==> src/rtl/mdio_pkg.sv <==
package mdio_pkg;
  localparam int CMD_W       = 32;
  localparam int DATA_W      = 16;
  localparam int ADDR_W      = 5;
  localparam int PRE_W       = 32;
  localparam int FRAME_W     = PRE_W + 2 + 2 + 2 * ADDR_W + 2 + DATA_W;
  localparam int IDX_W       = $clog2(FRAME_W);
  localparam int REL_IDX     = PRE_W + 2 + 2 + 2 * ADDR_W;   // first bit the master releases on a read
  localparam int CAP_IDX     = FRAME_W - DATA_W;             // first sampled data bit
  localparam int PHY_LSB     = 16;
  localparam int REG_LSB     = 21;
  localparam int OP_BIT      = 26;
  localparam int RVALID_BIT  = 27;
  localparam int BUSY_BIT    = 28;

  typedef struct packed {
    logic              rd;
    logic [ADDR_W-1:0] regad;
    logic [ADDR_W-1:0] phyad;
    logic [DATA_W-1:0] data;
  } mdio_cmd_t;

  function automatic mdio_cmd_t decode_cmd(logic [CMD_W-1:0] w);
    mdio_cmd_t c;
    c.rd    = w[OP_BIT];
    c.regad = w[REG_LSB +: ADDR_W];
    c.phyad = w[PHY_LSB +: ADDR_W];
    c.data  = w[DATA_W-1:0];
    return c;
  endfunction

  function automatic logic [FRAME_W-1:0] build_frame(mdio_cmd_t c);
    logic [1:0]        opc;
    logic [DATA_W+1:0] tail;
    opc  = c.rd ? 2'b10 : 2'b01;
    tail = c.rd ? '0 : {2'b10, c.data};
    return {{PRE_W{1'b1}}, 2'b01, opc, c.phyad, c.regad, tail};
  endfunction
endpackage

==> src/rtl/mdio_tick_gen.sv <==
module mdio_tick_gen #(
  parameter int HALF_W       = 8,
  parameter int DEFAULT_HALF = 10
) (
  input  logic              clk,
  input  logic              rst_n,
  input  logic              run,
  input  logic [HALF_W-1:0] half_sel,
  output logic              tick
);
  logic [HALF_W-1:0] cnt_q, cnt_d, half_eff;
  logic              wrap;

  assign half_eff = (half_sel == '0) ? HALF_W'(DEFAULT_HALF) : half_sel;
  assign wrap     = (cnt_q == half_eff - HALF_W'(1));
  assign tick     = run && wrap;

  always_comb begin
    cnt_d = cnt_q;
    if (!run)      cnt_d = '0;
    else if (wrap) cnt_d = '0;
    else           cnt_d = cnt_q + HALF_W'(1);
  end

  always_ff @(posedge clk or negedge rst_n) begin
    if (!rst_n) cnt_q <= '0;
    else        cnt_q <= cnt_d;
  end
endmodule

==> src/rtl/mdio_frame_eng.sv <==
module mdio_frame_eng
  import mdio_pkg::*;
(
  input  logic               clk,
  input  logic               rst_n,
  input  logic               start,
  input  logic               start_rd,
  input  logic [FRAME_W-1:0] frame,
  input  logic               tick,
  input  logic               mdio_i,
  output logic               busy,
  output logic               done,
  output logic               mdc,
  output logic               mdio_o,
  output logic               mdio_oe,
  output logic [DATA_W-1:0]  rd_data
);
  logic               busy_q, busy_d;
  logic               rd_q, rd_d;
  logic               mdc_q, mdc_d;
  logic               oe_q, oe_d;
  logic [FRAME_W-1:0] sh_q, sh_d;
  logic [IDX_W-1:0]   idx_q, idx_d;
  logic [DATA_W-1:0]  cap_q, cap_d;
  logic               last_bit;

  assign last_bit = (idx_q == IDX_W'(FRAME_W - 1));
  assign done     = busy_q && tick && mdc_q && last_bit;

  always_comb begin
    busy_d = busy_q;
    rd_d   = rd_q;
    mdc_d  = mdc_q;
    oe_d   = oe_q;
    sh_d   = sh_q;
    idx_d  = idx_q;
    cap_d  = cap_q;
    if (start) begin
      busy_d = 1'b1;
      rd_d   = start_rd;
      mdc_d  = 1'b0;
      oe_d   = 1'b1;
      sh_d   = frame;
      idx_d  = '0;
      cap_d  = '0;
    end else if (busy_q && tick) begin
      if (!mdc_q) begin
        // rising MDC: sample returned data on a read
        mdc_d = 1'b1;
        if (rd_q && (idx_q >= IDX_W'(CAP_IDX)))
          cap_d = {cap_q[DATA_W-2:0], mdio_i};
      end else begin
        // falling MDC: launch next bit or finish
        mdc_d = 1'b0;
        if (last_bit) begin
          busy_d = 1'b0;
          oe_d   = 1'b0;
        end else begin
          idx_d = idx_q + IDX_W'(1);
          sh_d  = {sh_q[FRAME_W-2:0], 1'b0};
          oe_d  = !(rd_q && (idx_q >= IDX_W'(REL_IDX - 1)));
        end
      end
    end
  end

  always_ff @(posedge clk or negedge rst_n) begin
    if (!rst_n) begin
      busy_q <= 1'b0;
      rd_q   <= 1'b0;
      mdc_q  <= 1'b0;
      oe_q   <= 1'b0;
      sh_q   <= '0;
      idx_q  <= '0;
      cap_q  <= '0;
    end else begin
      busy_q <= busy_d;
      rd_q   <= rd_d;
      mdc_q  <= mdc_d;
      oe_q   <= oe_d;
      sh_q   <= sh_d;
      idx_q  <= idx_d;
      cap_q  <= cap_d;
    end
  end

  assign busy    = busy_q;
  assign mdc     = mdc_q;
  assign mdio_oe = oe_q;
  assign mdio_o  = sh_q[FRAME_W-1] & oe_q;
  assign rd_data = cap_q;
endmodule

==> src/rtl/mdio_cmd_reg.sv <==
module mdio_cmd_reg
  import mdio_pkg::*;
(
  input  logic              clk,
  input  logic              rst_n,
  input  logic              wr_en,
  input  logic [CMD_W-1:0]  wr_data,
  input  logic              eng_busy,
  input  logic              eng_done,
  input  logic [DATA_W-1:0] eng_rdata,
  output logic              accept,
  output mdio_cmd_t         new_cmd,
  output mdio_cmd_t         cmd,
  output logic              rvalid
);
  mdio_cmd_t cmd_q, cmd_d;
  logic      rv_q, rv_d;

  assign accept  = wr_en && !eng_busy;
  assign new_cmd = decode_cmd(wr_data);

  always_comb begin
    cmd_d = cmd_q;
    rv_d  = rv_q;
    if (accept) begin
      cmd_d = new_cmd;
      rv_d  = 1'b0;
    end else if (eng_done && cmd_q.rd) begin
      cmd_d.data = eng_rdata;
      rv_d       = 1'b1;
    end
  end

  always_ff @(posedge clk or negedge rst_n) begin
    if (!rst_n) begin
      cmd_q <= '0;
      rv_q  <= 1'b0;
    end else begin
      cmd_q <= cmd_d;
      rv_q  <= rv_d;
    end
  end

  assign cmd    = cmd_q;
  assign rvalid = rv_q;
endmodule

==> src/rtl/mdio_cmd_ctrl.sv <==
module mdio_cmd_ctrl
  import mdio_pkg::*;
#(
  parameter int HALF_W       = 8,
  parameter int DEFAULT_HALF = 10
) (
  input  logic              clk,
  input  logic              rst_n,
  input  logic              cmd_wr,
  input  logic [CMD_W-1:0]  cmd_wdata,
  output logic [CMD_W-1:0]  cmd_rdata,
  input  logic              paddr_wr,
  input  logic [CMD_W-1:0]  paddr_wdata,
  output logic [ADDR_W-1:0] paddr_q,
  input  logic [HALF_W-1:0] mdc_half,
  output logic              mdc,
  output logic              mdio_o,
  output logic              mdio_oe,
  input  logic              mdio_i
);
  logic              busy, done, tick, accept, rvalid;
  logic [DATA_W-1:0] rd_data;
  mdio_cmd_t         new_cmd, cmd;
  logic [ADDR_W-1:0] pa_q, pa_d;
  logic              unused_bits;

  assign unused_bits = ^{cmd_wdata[CMD_W-1:OP_BIT+1], paddr_wdata[CMD_W-1:ADDR_W]};

  mdio_cmd_reg u_cmd (
    .clk(clk), .rst_n(rst_n), .wr_en(cmd_wr), .wr_data(cmd_wdata),
    .eng_busy(busy), .eng_done(done), .eng_rdata(rd_data),
    .accept(accept), .new_cmd(new_cmd), .cmd(cmd), .rvalid(rvalid)
  );

  mdio_tick_gen #(.HALF_W(HALF_W), .DEFAULT_HALF(DEFAULT_HALF)) u_tick (
    .clk(clk), .rst_n(rst_n), .run(busy), .half_sel(mdc_half), .tick(tick)
  );

  mdio_frame_eng u_eng (
    .clk(clk), .rst_n(rst_n), .start(accept), .start_rd(new_cmd.rd),
    .frame(build_frame(new_cmd)), .tick(tick), .mdio_i(mdio_i),
    .busy(busy), .done(done), .mdc(mdc), .mdio_o(mdio_o),
    .mdio_oe(mdio_oe), .rd_data(rd_data)
  );

  always_comb begin
    pa_d = pa_q;
    if (paddr_wr) pa_d = paddr_wdata[ADDR_W-1:0];
  end

  always_ff @(posedge clk or negedge rst_n) begin
    if (!rst_n) pa_q <= '0;
    else        pa_q <= pa_d;
  end

  assign paddr_q   = pa_q;
  assign cmd_rdata = {3'b000, busy, rvalid, cmd.rd, cmd.regad, cmd.phyad, cmd.data};
endmodule

==> config.mk <==
export PLATFORM = sky130hd
export DESIGN_NAME = mdio_cmd_ctrl
export DESIGN_NICKNAME = d
export VERILOG_FILES = /design/src/rtl/mdio_pkg.sv /design/src/rtl/mdio_tick_gen.sv /design/src/rtl/mdio_frame_eng.sv /design/src/rtl/mdio_cmd_reg.sv /design/src/rtl/mdio_cmd_ctrl.sv
export SDC_FILE = /design/constraint.sdc
export NUM_CORES = 1
export LEC_CHECK = 0
export CORE_ASPECT_RATIO = 0.6
export CORE_MARGIN = 2
export CORE_UTILIZATION = 30
export CTS_CLUSTER_DIAMETER = 80
export DETAILED_ROUTE_END_ITERATION = 8
export GPL_ROUTABILITY_DRIVEN = 0
export SYNTH_ARGS = -nofsm -noshare
export SYNTH_HDL_FRONTEND = slang
export SYNTH_HIERARCHICAL = 1
export SYNTH_SLANG_ARGS = --single-unit
==> constraint.sdc <==
create_clock -name clk -period 3.7 [get_ports clk]
set_clock_uncertainty 0.1 [all_clocks]
set_input_delay 0.925 -clock clk [delete_from_list [all_inputs] [get_ports clk]]
set_output_delay 0.925 -clock clk [all_outputs]
set_load 0.1 [all_outputs]
==> impl_results.md <==
- Status: finished, final reports clean
- Cell count after synthesis: between 700 and 800
- Vias: between 5000 and 6000
- Initial core utilization: between 30% and 40%
- Antenna Nets Post-Route: 0
- F_max: roughly 270 MHz
- DRC: 0
- Slowest cell delay on critical path: about 0.53 ns
- Core Area: roughly 23000 µm²
- # port buffers: 81
- Vias in the first global route: between 4000 and 5000
- Comb power frac: 17.8%
- Peak VDD IR: 278.4 µV
- Initial DRC count: around 350
- Chip height: ~120 µm
- # setup viols final: 0
- CP cell instances: buf_6 > nor3_4 > a31oi_1 > ha_2 > buf_6 > xnor2_2 > xnor2_1 > or4_4 > a2111oi_4 > and2_4 > and3_4 > buf_12 > buf_12 > buf_6 > nand3_4 > nor3_2 > a211oi_2
- Final total power: about 4200 µW
- Power per cell area: around 440 nW/µm²
- CP max-delay cell: or4_4
- Fin crit share: 99.71%
- Reg power frac: between 30 and 40%
- Hpwl dp: slightly below 10 mm
- P_int: 2933 µW
- Synth warnings: 6
- GRT Total Usage: between 10% and 20%
- Crit Path Class: primary input to flip-flop
- Share of layout cells above drive strength 1: a little under a third
- Die area: between 20000 and 25000 µm²
- Total CTS buffers: 17
- Family with the most delay on the worst path: simple AND/OR/NAND/NOR gates
- Worst EP required: between 3 and 4 ns
- Initial antenna violation count: 0
- Slew HR: between 30 and 40%
- H-tree depth: 4
- Crit path top cell by count: buf_6
- Switching Share: a little under a third
- Worst hold margin: around 0.32 ns
- First-pass GRT wire length: roughly 26 mm
- CTS sink count: between 100 and 150
- Vias per cell: 4.628
- CTS root buffer: clkbuf_16
- Total number of placement rows: 43
- Worst hold path class: primary input to asynchronous set/reset pin
- Total congestion overflow: 0
- Max Transition Viols Final: 0
- CP max FO: 3
- P_leak: ~0.0042 µW
- Psw: ~1300 µW
- Register bit total from synthesis: 131
- Inserted Diodes: 0
- Routed wire length: 17.71 mm
- Clock-pin slew on the worst setup and hold paths: 0.07 ns
- Area delta synth->final: 37.22%
- RSZ-0062 raised after global routing: yes
- Clk buf depth: 2
- Maximum capacitance violations: 0
- Crit path arrival time: approximately 3.9 ns
- Chip width: around 200 µm
- Fillers: 2189
- CP Capture Type: flip-flop
- Worst Tran Pin Value: 0.9803 ns
- Yosys cell types: 49
- Synthesized area: 6942 µm²
- IO Count: about 120
- Hold Violations, Final: 0
- Clk_lat worst skew: 0.42 ns
- Worst path bufs/invs: 5
- Min Tclk post-route: between 3 and 4 ns
- Startpoint types: primary input
- CTS tree: built
- Sequential area share after synthesis: 47.22%
- Syn Area/Cell: 9.805 µm²
- Final nets: ~900
- Drt pass-1 iters: 4
- DR WL/cell: ~15 µm
- Pin count of the biggest net entering global routing: 66
- Clk pwr share: 42.4%
- Hold_buf cts: 0
## flip-flops by register name, summed over array words and instances, names as in the netlist
| name | flops |
|---|---|
| u_eng/sh_q | 64 |
| u_cmd/cmd | 27 |
| u_eng/rd_data | 16 |
| u_tick/cnt_q | 8 |
| u_eng/idx_q | 6 |
| paddr_q | 5 |
| u_cmd/rvalid | 1 |
| u_eng/busy | 1 |
| u_eng/mdc | 1 |
| u_eng/mdio_oe | 1 |
| u_eng/rd_q | 1 |
## cells by family after synthesis
kind of cell	share of synthesized area (%)
AND/OR/NAND/NOR	18.69
AO/OA/AOI/OAI	13.01
flip-flops	47.22
buffers and inverters	7.588
multiplexers	10.20
XOR/XNOR	2.271
adder cells (fa/ha/maj)	0.9012
other	0.1082
## per-stage QoR
step	setup slack [ns]	std cells	util [%]	setup TNS (ns)	instance area (µm²)
final	0.01068	1145	41.56	0	9525
after global routing	-0.1095	1145	41.56	-3.192	9525
after CTS	0.009875	1127	38.44	0	8811
after detailed placement	-0.8925	1091	35.24	-83.27	8077
after global placement	-0.8369	1091	35.24	-78.57	8077
after floorplan	-0.4397	744	-	-22.88	7127
## timing repair
action / 4_1_cts / 5_1_grt
cloned: 1 / 11
setup endpoints to repair: 105 / 103
resized for setup: 31 / 107
pin swaps: 9 / 63
hold endpoints to repair: 0 / 0
buffers inserted: 3 / 7
## power by group through the flow
stage          sequential, µW  clock, µW  combinational [µW]
2_1_floorplan            1830          0                 365
3_3_place_gp             1690          0                 691
3_5_place_dp             1690          0                 701
4_1_cts                  1670       1820                 725
5_1_grt                  1700       1890                 819
6_report                 1680       1800                 752
## metal layers
| metal | vias up | track usage, % | wire length [µm] |
|---|---|---|---|
| met5 | - | 0 | 0 |
| met4 | 0 | 3.889 | 195 |
| met3 | 17 | 3.371 | 730 |
| met2 | 103 | 19.16 | 7801 |
| met1 | 2589 | 19.72 | 8979 |
| li1 | 2590 | - | - |
## final cells by class
type / instances / area (µm²) / area share [%]
well taps: 315 / 394.1 / 4.138
flip-flops and latches: 131 / 3278 / 34.41
multi-input cells: 525 / 3820 / 40.10
clock inverters: 15 / 191.4 / 2.010
clock buffers: 17 / 425.4 / 4.466
inverters: 10 / 40.04 / 0.4203
repair buffers: 132 / 1376 / 14.45
## synth_stat cells (all sizes together)
master	instances	area, µm²
xnor2	12	105.1
o21ai	4	20.01
a21oi	69	345.3
or3	1	6.260
clkbuf	22	82.58
nor2b	79	494.2
and3	4	27.52
buf	58	406.6
xor2	6	52.55
or4	1	7.510
and2	3	18.77
a221oi	1	8.760
a2111oi	4	72.57
inv	10	37.53
a211o	1	10.01
o21bai	1	7.510
nand2b	2	20.02
dfrtp	131	3278
nor3	8	40.04
o211ai	1	7.510
nand3b	1	7.510
mux2	38	548.0
nor4	1	21.27
conb	2	7.510
a211oi	3	22.52
ha	5	62.56
a31oi	64	400.4
nor2	31	116.4
or3b	1	11.26
nor3b	2	15.01
nand3	7	35.03
and4	1	8.760
nand4	2	12.51
or2	2	12.51
nand2	113	442.9
o2111ai	1	8.760
mux2i	16	160.2
## cell usage in the layout, fill, tap and decap left out, types with 29 or more instances in the layout
cell type and instances:
buf_4 60, nor2_1 29, mux2_4 32, a21oi_1 51
dfrtp_1 131, clkdlybuf4s50_1 37, nor2b_1 79, nand2_1 84
conb_1 38, a31oi_1 51
## final timing paths
check | from | to | slack, ns | cells after the start
max | mdc_half[6] | u_eng/idx_q[5]$_DFFE_PN0P_ | 0.01 | 17
min | rst_n | u_cmd/cmd[5]$_DFFE_PN0P_ | 0.32 | 1
max reg2reg | u_tick/cnt_q[2]$_DFF_PN0_ | u_eng/idx_q[5]$_DFFE_PN0P_ | 0.73 | 12
min reg2reg | u_cmd/cmd[25]$_DFFE_PN0P_ | u_cmd/cmd[25]$_DFFE_PN0P_ | 0.38 | 2
max in group asynchronous | rst_n | u_eng/rd_data[11]$_DFFE_PN0P_ | 2.39 | 2
min in group clk | u_cmd/cmd[25]$_DFFE_PN0P_ | u_cmd/cmd[25]$_DFFE_PN0P_ | 0.38 | 2
(Power assumes the default switching activity.)
